File: src/rtl/rsc_pkg.sv
package rsc_pkg;
  localparam int ENTRY_W = 16;
  localparam logic [2:0] FC_RET_STACK = 3'b011;

  typedef enum logic [2:0] {
    X_IDLE,
    X_SP_HI,
    X_SP_LO,
    X_FL_HI,
    X_FL_LO
  } xfer_e;
endpackage

File: src/rtl/rsc_store.sv
module rsc_store #(
  parameter int DEPTH = 8,
  parameter int W     = 16,
  localparam int PTR_W = $clog2(DEPTH),
  localparam int CNT_W = $clog2(DEPTH + 1)
) (
  input  logic             clk_i,
  input  logic             rst_ni,
  input  logic             push_i,
  input  logic             pop_i,
  input  logic [W-1:0]     push_data_i,
  input  logic             fill_i,
  input  logic [W-1:0]     fill_data_i,
  input  logic             spill_i,
  output logic [W-1:0]     top_o,
  output logic [W-1:0]     oldest_o,
  output logic [CNT_W-1:0] cnt_o
);
  logic [W-1:0]     ring_q [DEPTH];
  logic [PTR_W-1:0] free_q, top_idx, old_idx, fill_idx;
  logic [CNT_W-1:0] cnt_q;

  // free_q: next free slot; oldest cached entry sits cnt_q slots below it
  assign top_idx  = free_q - PTR_W'(1);
  assign old_idx  = free_q - PTR_W'(cnt_q);
  assign fill_idx = old_idx - PTR_W'(1);

  assign top_o    = ring_q[top_idx];
  assign oldest_o = ring_q[old_idx];
  assign cnt_o    = cnt_q;

  always_ff @(posedge clk_i) begin
    if (push_i) ring_q[free_q]  <= push_data_i;
    if (fill_i) ring_q[fill_idx] <= fill_data_i;
  end

  always_ff @(posedge clk_i or negedge rst_ni) begin
    if (!rst_ni) begin
      free_q <= '0;
      cnt_q  <= '0;
    end else begin
      free_q <= free_q + PTR_W'(push_i) - PTR_W'(pop_i);
      cnt_q  <= cnt_q + CNT_W'(push_i) + CNT_W'(fill_i)
                      - CNT_W'(pop_i) - CNT_W'(spill_i);
    end
  end
endmodule

File: src/rtl/rsc_ctrl.sv
module rsc_ctrl
  import rsc_pkg::*;
#(
  parameter int DEPTH = 8,
  parameter int AW    = 16,
  parameter int EXT_W = 16,
  localparam int CNT_W = $clog2(DEPTH + 1)
) (
  input  logic               clk_i,
  input  logic               rst_ni,
  input  logic [CNT_W-1:0]   cnt_i,
  input  logic [AW-1:0]      sp_i,
  input  logic [ENTRY_W-1:0] oldest_i,
  input  logic [7:0]         mem_rdata_i,
  input  logic               mem_ack_i,
  output logic               mem_req_o,
  output logic               mem_we_o,
  output logic [AW-1:0]      mem_addr_o,
  output logic [7:0]         mem_wdata_o,
  output logic               spill_o,
  output logic               fill_o,
  output logic [ENTRY_W-1:0] fill_data_o,
  output logic               spill_busy_o,
  output logic               fill_busy_o,
  output logic               lo_byte_o,
  output logic [EXT_W-1:0]   ext_o
);
  localparam logic [CNT_W-1:0] HI_MARK  = CNT_W'(DEPTH - DEPTH / 4);
  localparam logic [CNT_W-1:0] LO_MARK  = CNT_W'(DEPTH / 4);
  localparam logic [CNT_W-1:0] MID_MARK = CNT_W'(DEPTH / 2);

  xfer_e            state_q, state_d;
  logic             run_sp_q, run_sp_d, run_fl_q, run_fl_d;
  logic [7:0]       hi_q;
  logic [EXT_W-1:0] ext_q;
  logic             spilling, filling, lo_byte, want_spill, want_fill;
  logic [CNT_W-1:0] slot;

  assign spilling = (state_q == X_SP_HI) || (state_q == X_SP_LO);
  assign filling  = (state_q == X_FL_HI) || (state_q == X_FL_LO);
  assign lo_byte  = (state_q == X_SP_LO) || (state_q == X_FL_LO);

  // spill: oldest cached entry (depth cnt-1); fill: entry just below it (depth cnt)
  assign slot       = spilling ? cnt_i - CNT_W'(1) : cnt_i;
  assign mem_addr_o = sp_i + (AW'(slot) << 1) + AW'(lo_byte);

  assign mem_req_o    = state_q != X_IDLE;
  assign mem_we_o     = spilling;
  assign mem_wdata_o  = lo_byte ? oldest_i[7:0] : oldest_i[15:8];
  assign spill_o      = (state_q == X_SP_LO) && mem_ack_i;
  assign fill_o       = (state_q == X_FL_LO) && mem_ack_i;
  assign fill_data_o  = {hi_q, mem_rdata_i};
  assign spill_busy_o = spilling;
  assign fill_busy_o  = filling;
  assign lo_byte_o    = lo_byte;
  assign ext_o        = ext_q;

  // hysteresis: a run started at a quarter mark continues to the middle
  assign want_spill = (cnt_i > HI_MARK) || (run_sp_q && cnt_i > MID_MARK);
  assign want_fill  = (ext_q != '0) &&
                      ((cnt_i < LO_MARK) || (run_fl_q && cnt_i < MID_MARK));

  always_comb begin
    state_d  = state_q;
    run_sp_d = run_sp_q;
    run_fl_d = run_fl_q;
    unique case (state_q)
      X_IDLE: begin
        if (want_spill) begin
          state_d  = X_SP_HI;
          run_sp_d = 1'b1;
          run_fl_d = 1'b0;
        end else if (want_fill) begin
          state_d  = X_FL_HI;
          run_fl_d = 1'b1;
          run_sp_d = 1'b0;
        end else begin
          run_sp_d = 1'b0;
          run_fl_d = 1'b0;
        end
      end
      X_SP_HI: if (mem_ack_i) state_d = X_SP_LO;
      X_SP_LO: if (mem_ack_i) state_d = X_IDLE;
      X_FL_HI: if (mem_ack_i) state_d = X_FL_LO;
      X_FL_LO: if (mem_ack_i) state_d = X_IDLE;
      default: state_d = X_IDLE;
    endcase
  end

  always_ff @(posedge clk_i or negedge rst_ni) begin
    if (!rst_ni) begin
      state_q  <= X_IDLE;
      run_sp_q <= 1'b0;
      run_fl_q <= 1'b0;
      hi_q     <= '0;
      ext_q    <= '0;
    end else begin
      state_q  <= state_d;
      run_sp_q <= run_sp_d;
      run_fl_q <= run_fl_d;
      if (state_q == X_FL_HI && mem_ack_i) hi_q <= mem_rdata_i;
      ext_q    <= ext_q + EXT_W'(spill_o) - EXT_W'(fill_o);
    end
  end
endmodule

File: src/rtl/ret_stack_cache.sv
module ret_stack_cache
  import rsc_pkg::*;
#(
  parameter int DEPTH = 8,
  parameter int EXT_W = 16,
  localparam int CNT_W = $clog2(DEPTH + 1)
) (
  input  logic        clk_i,
  input  logic        rst_ni,
  input  logic        push_i,
  input  logic [15:0] push_data_i,
  input  logic        pop_i,
  output logic [15:0] pop_data_o,
  output logic        stall_o,
  input  logic [15:0] sp_i,
  output logic        mem_req_o,
  output logic        mem_we_o,
  output logic [2:0]  mem_fc_o,
  output logic [15:0] mem_addr_o,
  output logic [7:0]  mem_wdata_o,
  input  logic [7:0]  mem_rdata_i,
  input  logic        mem_ack_i
);
  logic [CNT_W-1:0]   cnt;
  logic [EXT_W-1:0]   ext_cnt;
  logic [ENTRY_W-1:0] oldest, fill_data;
  logic               spill_done, fill_done, spill_busy, fill_busy, lo_byte;
  logic               push_block, pop_block, push_go, pop_go, pop_req;

  assign pop_req    = pop_i && !push_i;  // push wins a simultaneous request
  assign push_block = (cnt == CNT_W'(DEPTH)) ||
                      (fill_busy && cnt == CNT_W'(DEPTH - 1));
  assign pop_block  = (cnt == '0) || (spill_busy && cnt == CNT_W'(1));
  assign push_go    = push_i && !push_block;
  assign pop_go     = pop_req && !pop_block;
  assign stall_o    = (push_i && push_block) || (pop_req && pop_block);
  assign mem_fc_o   = FC_RET_STACK;

  rsc_store #(
    .DEPTH(DEPTH),
    .W    (ENTRY_W)
  ) i_store (
    .clk_i      (clk_i),
    .rst_ni     (rst_ni),
    .push_i     (push_go),
    .pop_i      (pop_go),
    .push_data_i(push_data_i),
    .fill_i     (fill_done),
    .fill_data_i(fill_data),
    .spill_i    (spill_done),
    .top_o      (pop_data_o),
    .oldest_o   (oldest),
    .cnt_o      (cnt)
  );

  rsc_ctrl #(
    .DEPTH(DEPTH),
    .AW   (16),
    .EXT_W(EXT_W)
  ) i_ctrl (
    .clk_i       (clk_i),
    .rst_ni      (rst_ni),
    .cnt_i       (cnt),
    .sp_i        (sp_i),
    .oldest_i    (oldest),
    .mem_rdata_i (mem_rdata_i),
    .mem_ack_i   (mem_ack_i),
    .mem_req_o   (mem_req_o),
    .mem_we_o    (mem_we_o),
    .mem_addr_o  (mem_addr_o),
    .mem_wdata_o (mem_wdata_o),
    .spill_o     (spill_done),
    .fill_o      (fill_done),
    .fill_data_o (fill_data),
    .spill_busy_o(spill_busy),
    .fill_busy_o (fill_busy),
    .lo_byte_o   (lo_byte),
    .ext_o       (ext_cnt)
  );
endmodule

File: config.mk
export PLATFORM = sky130hd
export DESIGN_NAME = ret_stack_cache
export DESIGN_NICKNAME = d
export VERILOG_FILES = /design/src/rtl/rsc_pkg.sv /design/src/rtl/rsc_store.sv /design/src/rtl/rsc_ctrl.sv /design/src/rtl/ret_stack_cache.sv
export SDC_FILE = /design/constraint.sdc
export NUM_CORES = 1
export LEC_CHECK = 0
export BUFFER_PORTS_ARGS = -buffer_cell sky130_fd_sc_hd__buf_2
export CORE_UTILIZATION = 25
export CTS_CLUSTER_SIZE = 16
export DETAILED_ROUTE_END_ITERATION = 7
export REMOVE_ABC_BUFFERS = 1
export SYNTH_ARGS = -nofsm -noshare
export SYNTH_HDL_FRONTEND = slang
export SYNTH_HIERARCHICAL = 1
export SYNTH_SLANG_ARGS = --single-unit
export TNS_END_PERCENT = 10
File: constraint.sdc
create_clock -name clk_i -period 3.9 [get_ports clk_i]
set_input_delay 0.195 -clock clk_i [delete_from_list [all_inputs] [get_ports clk_i]]
set_output_delay 0.195 -clock clk_i [all_outputs]
set_load 0.01 [all_outputs]
==> impl_summary.log, run 1 <==
INFO  metric drive_gt1_share = between 30% and 40%
INFO  metric initial_utilization = about 25%
INFO  metric die-height = 209 um
INFO  metric yosysWarnings = 6
INFO  metric first_global_vias = between 7000 and 8000
INFO  metric synthesis.instances = just over 900
INFO  metric synth_area = 10700 um2
INFO  metric hold_depth = 3
INFO  metric layout_min_cycle_time = ~3600 ps
INFO  metric report.final.slew_viol_count = 0
INFO  metric run_status = finished, final reports clean
INFO  metric placementRows = 75
INFO  metric drt.antenna.violating_nets = 0
INFO  metric route.detailed.vias_per_inst = between 4 and 5
INFO  metric grt_met1_use = 17.2%
INFO  metric first_pass_grt_wire_length = about 45000 um
INFO  metric tightestPinTransition = 990 ps
INFO  metric max_freq = between 200 and 300 MHz
INFO  metric cts-hold-fix-buffers = 1
INFO  metric design.portCount = just over 90
INFO  metric max_cap_violations = 0
INFO  metric tritoncts_clock_tree = built
INFO  metric fin_crit_sh = 92.9%
INFO  metric worst-r2r-setup-slack = between 500 and 600 ps
INFO  metric clockRootBuffer = sky130_fd_sc_hd__clkbuf_16
INFO  metric grt_antenna_before_repair = 5
INFO  metric synth_enable_flop_cells = between 100 and 150
INFO  metric final_util = 29.7%
INFO  metric drt_first_pass_iters = 5
INFO  metric globalRouteMet2Util = 23.6%
INFO  metric floorplan.die_area = 43700 um2
INFO  metric min_from = mem_ack_i
INFO  metric start_kind = register
INFO  metric grt_setup_unrepaired = false
INFO  metric place_hpwl = between 20000 and 25000 um
INFO  metric groute.usage.overall = between 10% and 20%
INFO  metric instances_no_fill = between 1500 and 2000
INFO  metric timing.setup.critical_path_class = register to primary output
INFO  metric postSynthRegisterBits = between 150 and 200
INFO  metric most_frequent_cells_in_the_layout = sky130_fd_sc_hd__mux2_2, sky130_fd_sc_hd__nand2_1, sky130_fd_sc_hd__edfxtp_1, sky130_fd_sc_hd__buf_2, sky130_fd_sc_hd__nand3_1
INFO  metric drt-initial-drc-count = just under 600
INFO  metric met3_usage = 2.71%
INFO  metric clock_sinks = 164
INFO  metric critical_path_required = between 3000 and 4000 ps
INFO  metric route.detailed.drc = 0
INFO  metric report.final.hold_viol_count = 0
INFO  metric cts_setup_buffers = 0
INFO  metric io_buffer_count = 87
INFO  metric placed_cells_incl_taps = about 1500
INFO  metric cts.repair.resized = 0
INFO  metric wl_per_cell = around 19 um
INFO  metric clk_pin_slew_worst_paths = around 70 ps
INFO  metric cp_max_fo = 11
INFO  metric preCtsSetupSlack = around 570 ps
INFO  metric clk_path_buf_depth = 2
INFO  metric sequential_to_total_area_share_from_yosys_stat = 44.2%
INFO  metric setup_viol = 0
INFO  metric grt_max_degree = 65
INFO  metric routabilityCongestion = just over 0.8
INFO  metric min_delay_worst_endpoint = i_ctrl/state_q[1]$_DFFE_PN0P_
INFO  metric worst_setup_path_end_kind = primary output
INFO  metric route.vias.total = roughly 7600
INFO  metric area_growth = 16.5%
INFO  metric cts-buffers-inserted = 17
INFO  metric mostFrequentLayoutCell = sky130_fd_sc_hd__mux2_2
INFO  metric timing.rr.end = i_store/ring_q[6][12]$_DFFE_PP_
INFO  metric yosysUniqueCellTypes = 60
INFO  metric totalWireLength = 29800 um
INFO  metric nNetsFinal = between 1000 and 1500
INFO  metric die_w = 209 um
INFO  metric htree_levels = 4
INFO  metric core_box_area = about 42000 um2
INFO  metric grt_most_used_layer = met2
INFO  metric clkLatencyLatePin = approximately 430 ps
INFO  metric critical_path_arrival = between 3000 and 4000 ps
INFO  metric maxSlewHeadroom = 34.0%
INFO  metric hold_path_class = input port to register
INFO  metric globalRouteOverflowTotal = 0
INFO  metric async_set_reset_flop_share_out_of_synthesis = between 20% and 30%
INFO  metric worst_path_setup_slack_after_routing = approximately 280 ps
INFO  metric r2r_start = i_store/cnt_o[1]$_DFF_PN0_
INFO  metric timing.reg2reg.worst_path_depth = 8
INFO  metric ys.flop_type = sky130_fd_sc_hd__edfxtp_1
INFO  metric syn-mean-instance-area = between 10 and 15 um2
INFO  metric worst_clock_skew = ~11 ps
-- routing by layer --
metal,part of all wire (%),up-vias
met5,0.24,-
met4,1.8,10
li1,-,3535
met1,43,3792
met3,5.0,50
met2,50,210
-- flip-flops by register name (all words and copies together) (netlist names) --
name / cells
i_ctrl/state_q: 3
i_ctrl/ext_o: 16
i_store/free_q: 3
i_store/ring_q: 128
i_store/cnt_o: 4
i_ctrl/run_sp_q: 1
i_ctrl/hi_q: 8
i_ctrl/run_fl_q: 1
-- logic make-up (layout without fill, tap and decap cells) --
group | Yosys count | count (layout) | share of synthesized area [%]
AO/OA/AOI/OAI | 66 | 66 | 4.10
XOR/XNOR | 37 | 37 | 3.55
adder cells (fa/ha/maj) | 48 | 48 | 6.09
buffers and inverters | 94 | 194 | 3.97
flip-flops | 164 | 164 | 44.2
multiplexers | 193 | 193 | 23.6
other | 2 | 4 | 0.0700
AND/OR/NAND/NOR | 315 | 315 | 14.4
-- cells in the mapped netlist, types with 3 or more instances --
library cell,count,share of area (%)
sky130_fd_sc_hd__a31o_2,4,0.33
sky130_fd_sc_hd__nand2b_1,9,0.52
sky130_fd_sc_hd__o21ai_0,13,0.61
sky130_fd_sc_hd__ha_1,41,4.8
sky130_fd_sc_hd__nor2_1,16,0.56
sky130_fd_sc_hd__clkbuf_1,23,0.80
sky130_fd_sc_hd__xnor2_1,28,2.3
sky130_fd_sc_hd__a211oi_1,4,0.28
sky130_fd_sc_hd__and2_1,5,0.29
sky130_fd_sc_hd__nor2_2,5,0.29
sky130_fd_sc_hd__inv_1,42,1.5
sky130_fd_sc_hd__dfrtp_1,36,8.4
sky130_fd_sc_hd__nor2b_1,10,0.58
sky130_fd_sc_hd__a31oi_1,4,0.23
sky130_fd_sc_hd__a21o_1,7,0.49
sky130_fd_sc_hd__and4_1,17,1.4
sky130_fd_sc_hd__mux4_2,32,6.7
sky130_fd_sc_hd__o21a_1,3,0.21
sky130_fd_sc_hd__nand3_1,70,3.3
sky130_fd_sc_hd__a21oi_1,17,0.79
sky130_fd_sc_hd__buf_4,16,1.1
sky130_fd_sc_hd__mux2_2,160,17
sky130_fd_sc_hd__nand2_1,150,5.2
sky130_fd_sc_hd__nand3b_1,4,0.28
sky130_fd_sc_hd__edfxtp_1,128,36
sky130_fd_sc_hd__fa_1,7,1.3
sky130_fd_sc_hd__xor2_1,5,0.41
sky130_fd_sc_hd__nor3_1,9,0.42
sky130_fd_sc_hd__buf_2,10,0.47
sky130_fd_sc_hd__nand4_1,4,0.23
-- critical path, cell delays in order, from the launching register on --
cell                      delay [ps]
sky130_fd_sc_hd__dfrtp_1         530
sky130_fd_sc_hd__inv_1           150
sky130_fd_sc_hd__fa_1            610
sky130_fd_sc_hd__and2_1          670
sky130_fd_sc_hd__buf_4           300
sky130_fd_sc_hd__nand3_1          80
sky130_fd_sc_hd__and4_1          250
sky130_fd_sc_hd__mux2_2          270
sky130_fd_sc_hd__buf_2           140
-- cell type report --
type                            count  area (um2)
Antenna cell                        1        2.50
Clock buffer                       18         429
Inverter                           43         161
Tap cell                          539         674
Multi-Input combinational cell    662        5580
Clock inverter                     14         196
Fill cell                        4269       29600
Timing Repair Buffer              119         716
Sequential cell                   164        4750
-- per-stage QoR --
stage | cell area, um2 | hold slack, ps | setup TNS, ps
6_report | 12500 | 99.9 | 0
5_1_grt | 12500 | 116 | 0
4_1_cts | 12500 | 84.2 | 0
3_5_place_dp | 11900 | 413 | 0
3_3_place_gp | 11900 | 398 | 0
2_1_floorplan | 10500 | -101 | -222430
-- how the worst max path moves through the flow --
stage | from | to | slack (ps) | depth (start not counted)
2_1_floorplan | i_store/free_q[0]$_DFF_PN0_ | i_store/ring_q[0][0]$_DFFE_PP_ | -1310 | 8
3_3_place_gp | i_store/cnt_o[0]$_DFF_PN0_ | i_store/ring_q[6][14]$_DFFE_PP_ | 650 | 9
3_5_place_dp | i_store/cnt_o[1]$_DFF_PN0_ | i_store/ring_q[6][14]$_DFFE_PP_ | 570 | 8
4_1_cts | i_store/cnt_o[1]$_DFF_PN0_ | mem_wdata_o[3] | 270 | 8
5_1_grt | i_store/cnt_o[1]$_DFF_PN0_ | mem_wdata_o[4] | 30 | 9
6_report | i_store/cnt_o[1]$_DFF_PN0_ | mem_wdata_o[3] | 280 | 8
Power of run 1 is left out: the tool's default activity adds up to more than one toggle a clock period on the data nets, which glitch-free logic cannot reach.
==> run 2: changes to the inputs <==
- REMOVE_ABC_BUFFERS: 1 -> default
==> run 2 against run 1 <==
- register-to-register slack improved by 20 ps
- critical path type unchanged
- routed wire length decreased by 1.1%
- critical path depth increased by 3
- core utilization decreased by 0.13 points
- highest routed layer unchanged
==> impl_summary.log, run 2 (synthesis results as in run 1) <==
INFO  metric placementRows = between 70 and 80
INFO  metric nNetsFinal = between 1000 and 1500
INFO  metric maxSlewHeadroom = between 30% and 40%
INFO  metric routabilityCongestion = roughly 0.81
INFO  metric drt-initial-drc-count = between 500 and 600
INFO  metric clk_pin_slew_worst_paths = ~70 ps
INFO  metric drt.antenna.violating_nets = 0
INFO  metric grt_setup_unrepaired = false
INFO  metric globalRouteOverflowTotal = 0
INFO  metric core_box_area = ~42000 um2
INFO  metric met3_usage = between 3 and 4%
INFO  metric clk_path_buf_depth = 2
INFO  metric place_hpwl = roughly 20000 um
INFO  metric design.portCount = 91
INFO  metric first_global_vias = roughly 7600
INFO  metric path_common_cell = sky130_fd_sc_hd__xnor2_1
INFO  metric globalRouteMet2Util = a little under a quarter
INFO  metric largest-register = i_store/ring_q
INFO  metric clock_sinks = 164
INFO  metric max_cap_violations = 0
INFO  metric setup_viol = 0
INFO  metric number_of_flip_flops_in_the_largest_register = ~130
INFO  metric clockRootBuffer = sky130_fd_sc_hd__clkbuf_16
INFO  metric cts-buffers-inserted = 17
INFO  metric drt_first_pass_iters = 5
INFO  metric htree_levels = 4
INFO  metric die_w = 209 um
INFO  metric worst_path_dominant_cell_family = simple AND/OR/NAND/NOR gates
INFO  metric worst_setup_path_end_kind = primary output
INFO  metric filler_cell_count = about 4200
INFO  metric tightest_hold_margin = between 100 and 150 ps
INFO  metric start_kind = register
INFO  metric critical-path-max-stage-delay = 480 ps
INFO  metric initial_utilization = 25.5%
INFO  metric grt_met1_use = between 10% and 20%
INFO  metric instances_no_fill = approximately 1600
INFO  metric report.final.hold_viol_count = 0
INFO  metric floorplan.die_area = about 44000 um2
INFO  metric timing.setup.critical_path_class = register to primary output
INFO  metric route.detailed.vias_per_inst = between 4 and 5
INFO  metric hold_path_class = input port to register
INFO  metric critical_path_slowest_stage_cell = sky130_fd_sc_hd__dfrtp_1
INFO  metric grt_antenna_before_repair = 7
INFO  metric clkLatencyLatePin = around 440 ps
INFO  metric tns = 0 ps
INFO  metric route.vias.total = 7561
INFO  metric route.detailed.drc = 0
INFO  metric tightestPinTransition = 978 ps
INFO  metric crit_path_cell_trace = xnor2_1, nor2_1, nand2_1, xnor2_1, ha_1, o21ai_0, o21ai_0, nor2b_1, nand4_1, xnor2_1, buf_2
INFO  metric totalWireLength = between 20000 and 30000 um
INFO  metric grt_most_used_layer = met2
INFO  metric wl_per_cell = between 15 and 20 um
INFO  metric max_freq = between 200 and 300 MHz
INFO  metric run_status = finished, final reports clean
INFO  metric buffers_plus_inverters_on_the_worst_setup_path = 1
INFO  metric first_pass_grt_wire_length = about 45000 um
INFO  metric most_frequent_cells_in_the_layout = sky130_fd_sc_hd__mux2_2, sky130_fd_sc_hd__nand2_1, sky130_fd_sc_hd__edfxtp_1, sky130_fd_sc_hd__buf_2, sky130_fd_sc_hd__nand3_1
INFO  metric grt_max_degree = 65
INFO  metric groute.usage.overall = a little over an eighth
INFO  metric critical_path_arrival = 3280 ps
INFO  metric placed_cells_incl_taps = about 1500
INFO  metric io_buffer_count = 87
INFO  metric critical_path_required = roughly 3700 ps
INFO  metric tritoncts_clock_tree = built
INFO  metric drive_gt1_share = between 30 and 40%
INFO  metric cp_max_fo = 10
INFO  metric report.final.slew_viol_count = 0
INFO  metric worst_clock_skew = between 10 and 15 ps
INFO  metric fin_crit_sh = roughly nine tenths
INFO  metric die-height = 209 um
INFO  metric area_growth = 16.0%
INFO  metric layout_min_cycle_time = about 3500 ps
INFO  metric mostFrequentLayoutCell = sky130_fd_sc_hd__mux2_2
INFO  metric cts_setup_buffers = 0
run 2: changes by cell type in the layout (fill, tap and decap cells not counted), sizes merged:
cell and delta:
buf -2, bufinv -3, clkbuf -1, clkinv +2, clkinvlp +1, diode +2, inv +1
run 2: area by class of cell:
type | instances | area (um2) | area share [%]
repair buffers | 117 | 679 | 5.46
clock buffers | 17 | 425 | 3.42
diodes | 3 | 7.51 | 0.0603
flip-flops and latches | 164 | 4750 | 38.1
multi-input cells | 662 | 5570 | 44.8
clock inverters | 15 | 184 | 1.48
inverters | 43 | 161 | 1.30
well taps | 539 | 674 | 5.42
run 2: layer usage:
layer  vias to the layer above  wire (um)
li1                       3543          -
met1                      3756      12400
met5                         -         74
met2                       203      14600
met4                        12        433
met3                        47       1980
run 2: worst reg2reg max path: cells and delay by family, from the launching register on:
family / cells / cell delay (ps)
adders and majority gates: 2 / 1010
DFF: 1 / 530
and+or+nand+nor: 3 / 1060
buffers and inverters: 3 / 440
run 2: metrics by stage:
step	worst slack [ps]	util (%)	instance area [um2]
3_3_place_gp	707	28.1	11800
3_5_place_dp	609	28.1	11800
4_1_cts	233	29.5	12400
6_report	428	29.5	12400
5_1_grt	93.2	29.5	12400
2_1_floorplan	532	-	10700
run 2: path summary, 6_finish.rpt:
check / from / to / slack [ps] / cells past startpoint
setup / recovery: i_ctrl/state_q[1]$_DFFE_PN0P_ / mem_addr_o[15] / 430 / 11
hold / removal: mem_ack_i / i_ctrl/state_q[0]$_DFFE_PN0P_ / 100 / 3
setup reg to reg: i_store/cnt_o[1]$_DFF_PN0_ / i_store/ring_q[6][4]$_DFFE_PP_ / 560 / 8
hold reg to reg: i_ctrl/run_sp_q$_DFFE_PN0P_ / i_ctrl/run_sp_q$_DFFE_PN0P_ / 500 / 1
max in group asynchronous: rst_ni / i_store/free_q[0]$_DFF_PN0_ / 2760 / 2
min in group asynchronous: rst_ni / i_ctrl/ext_o[13]$_DFF_PN0_ / 460 / 2
run 2: repair_timing:
| action | in CTS | in global routing |
|---|---|---|
| gates resized for setup | 0 | 1 |
| endpoints found under the hold margin | 36 | 0 |
| endpoints found under the setup margin | 0 | 1 |
| hold buffers | 1 | 0 |
Power of run 2 is left out for the same reason.
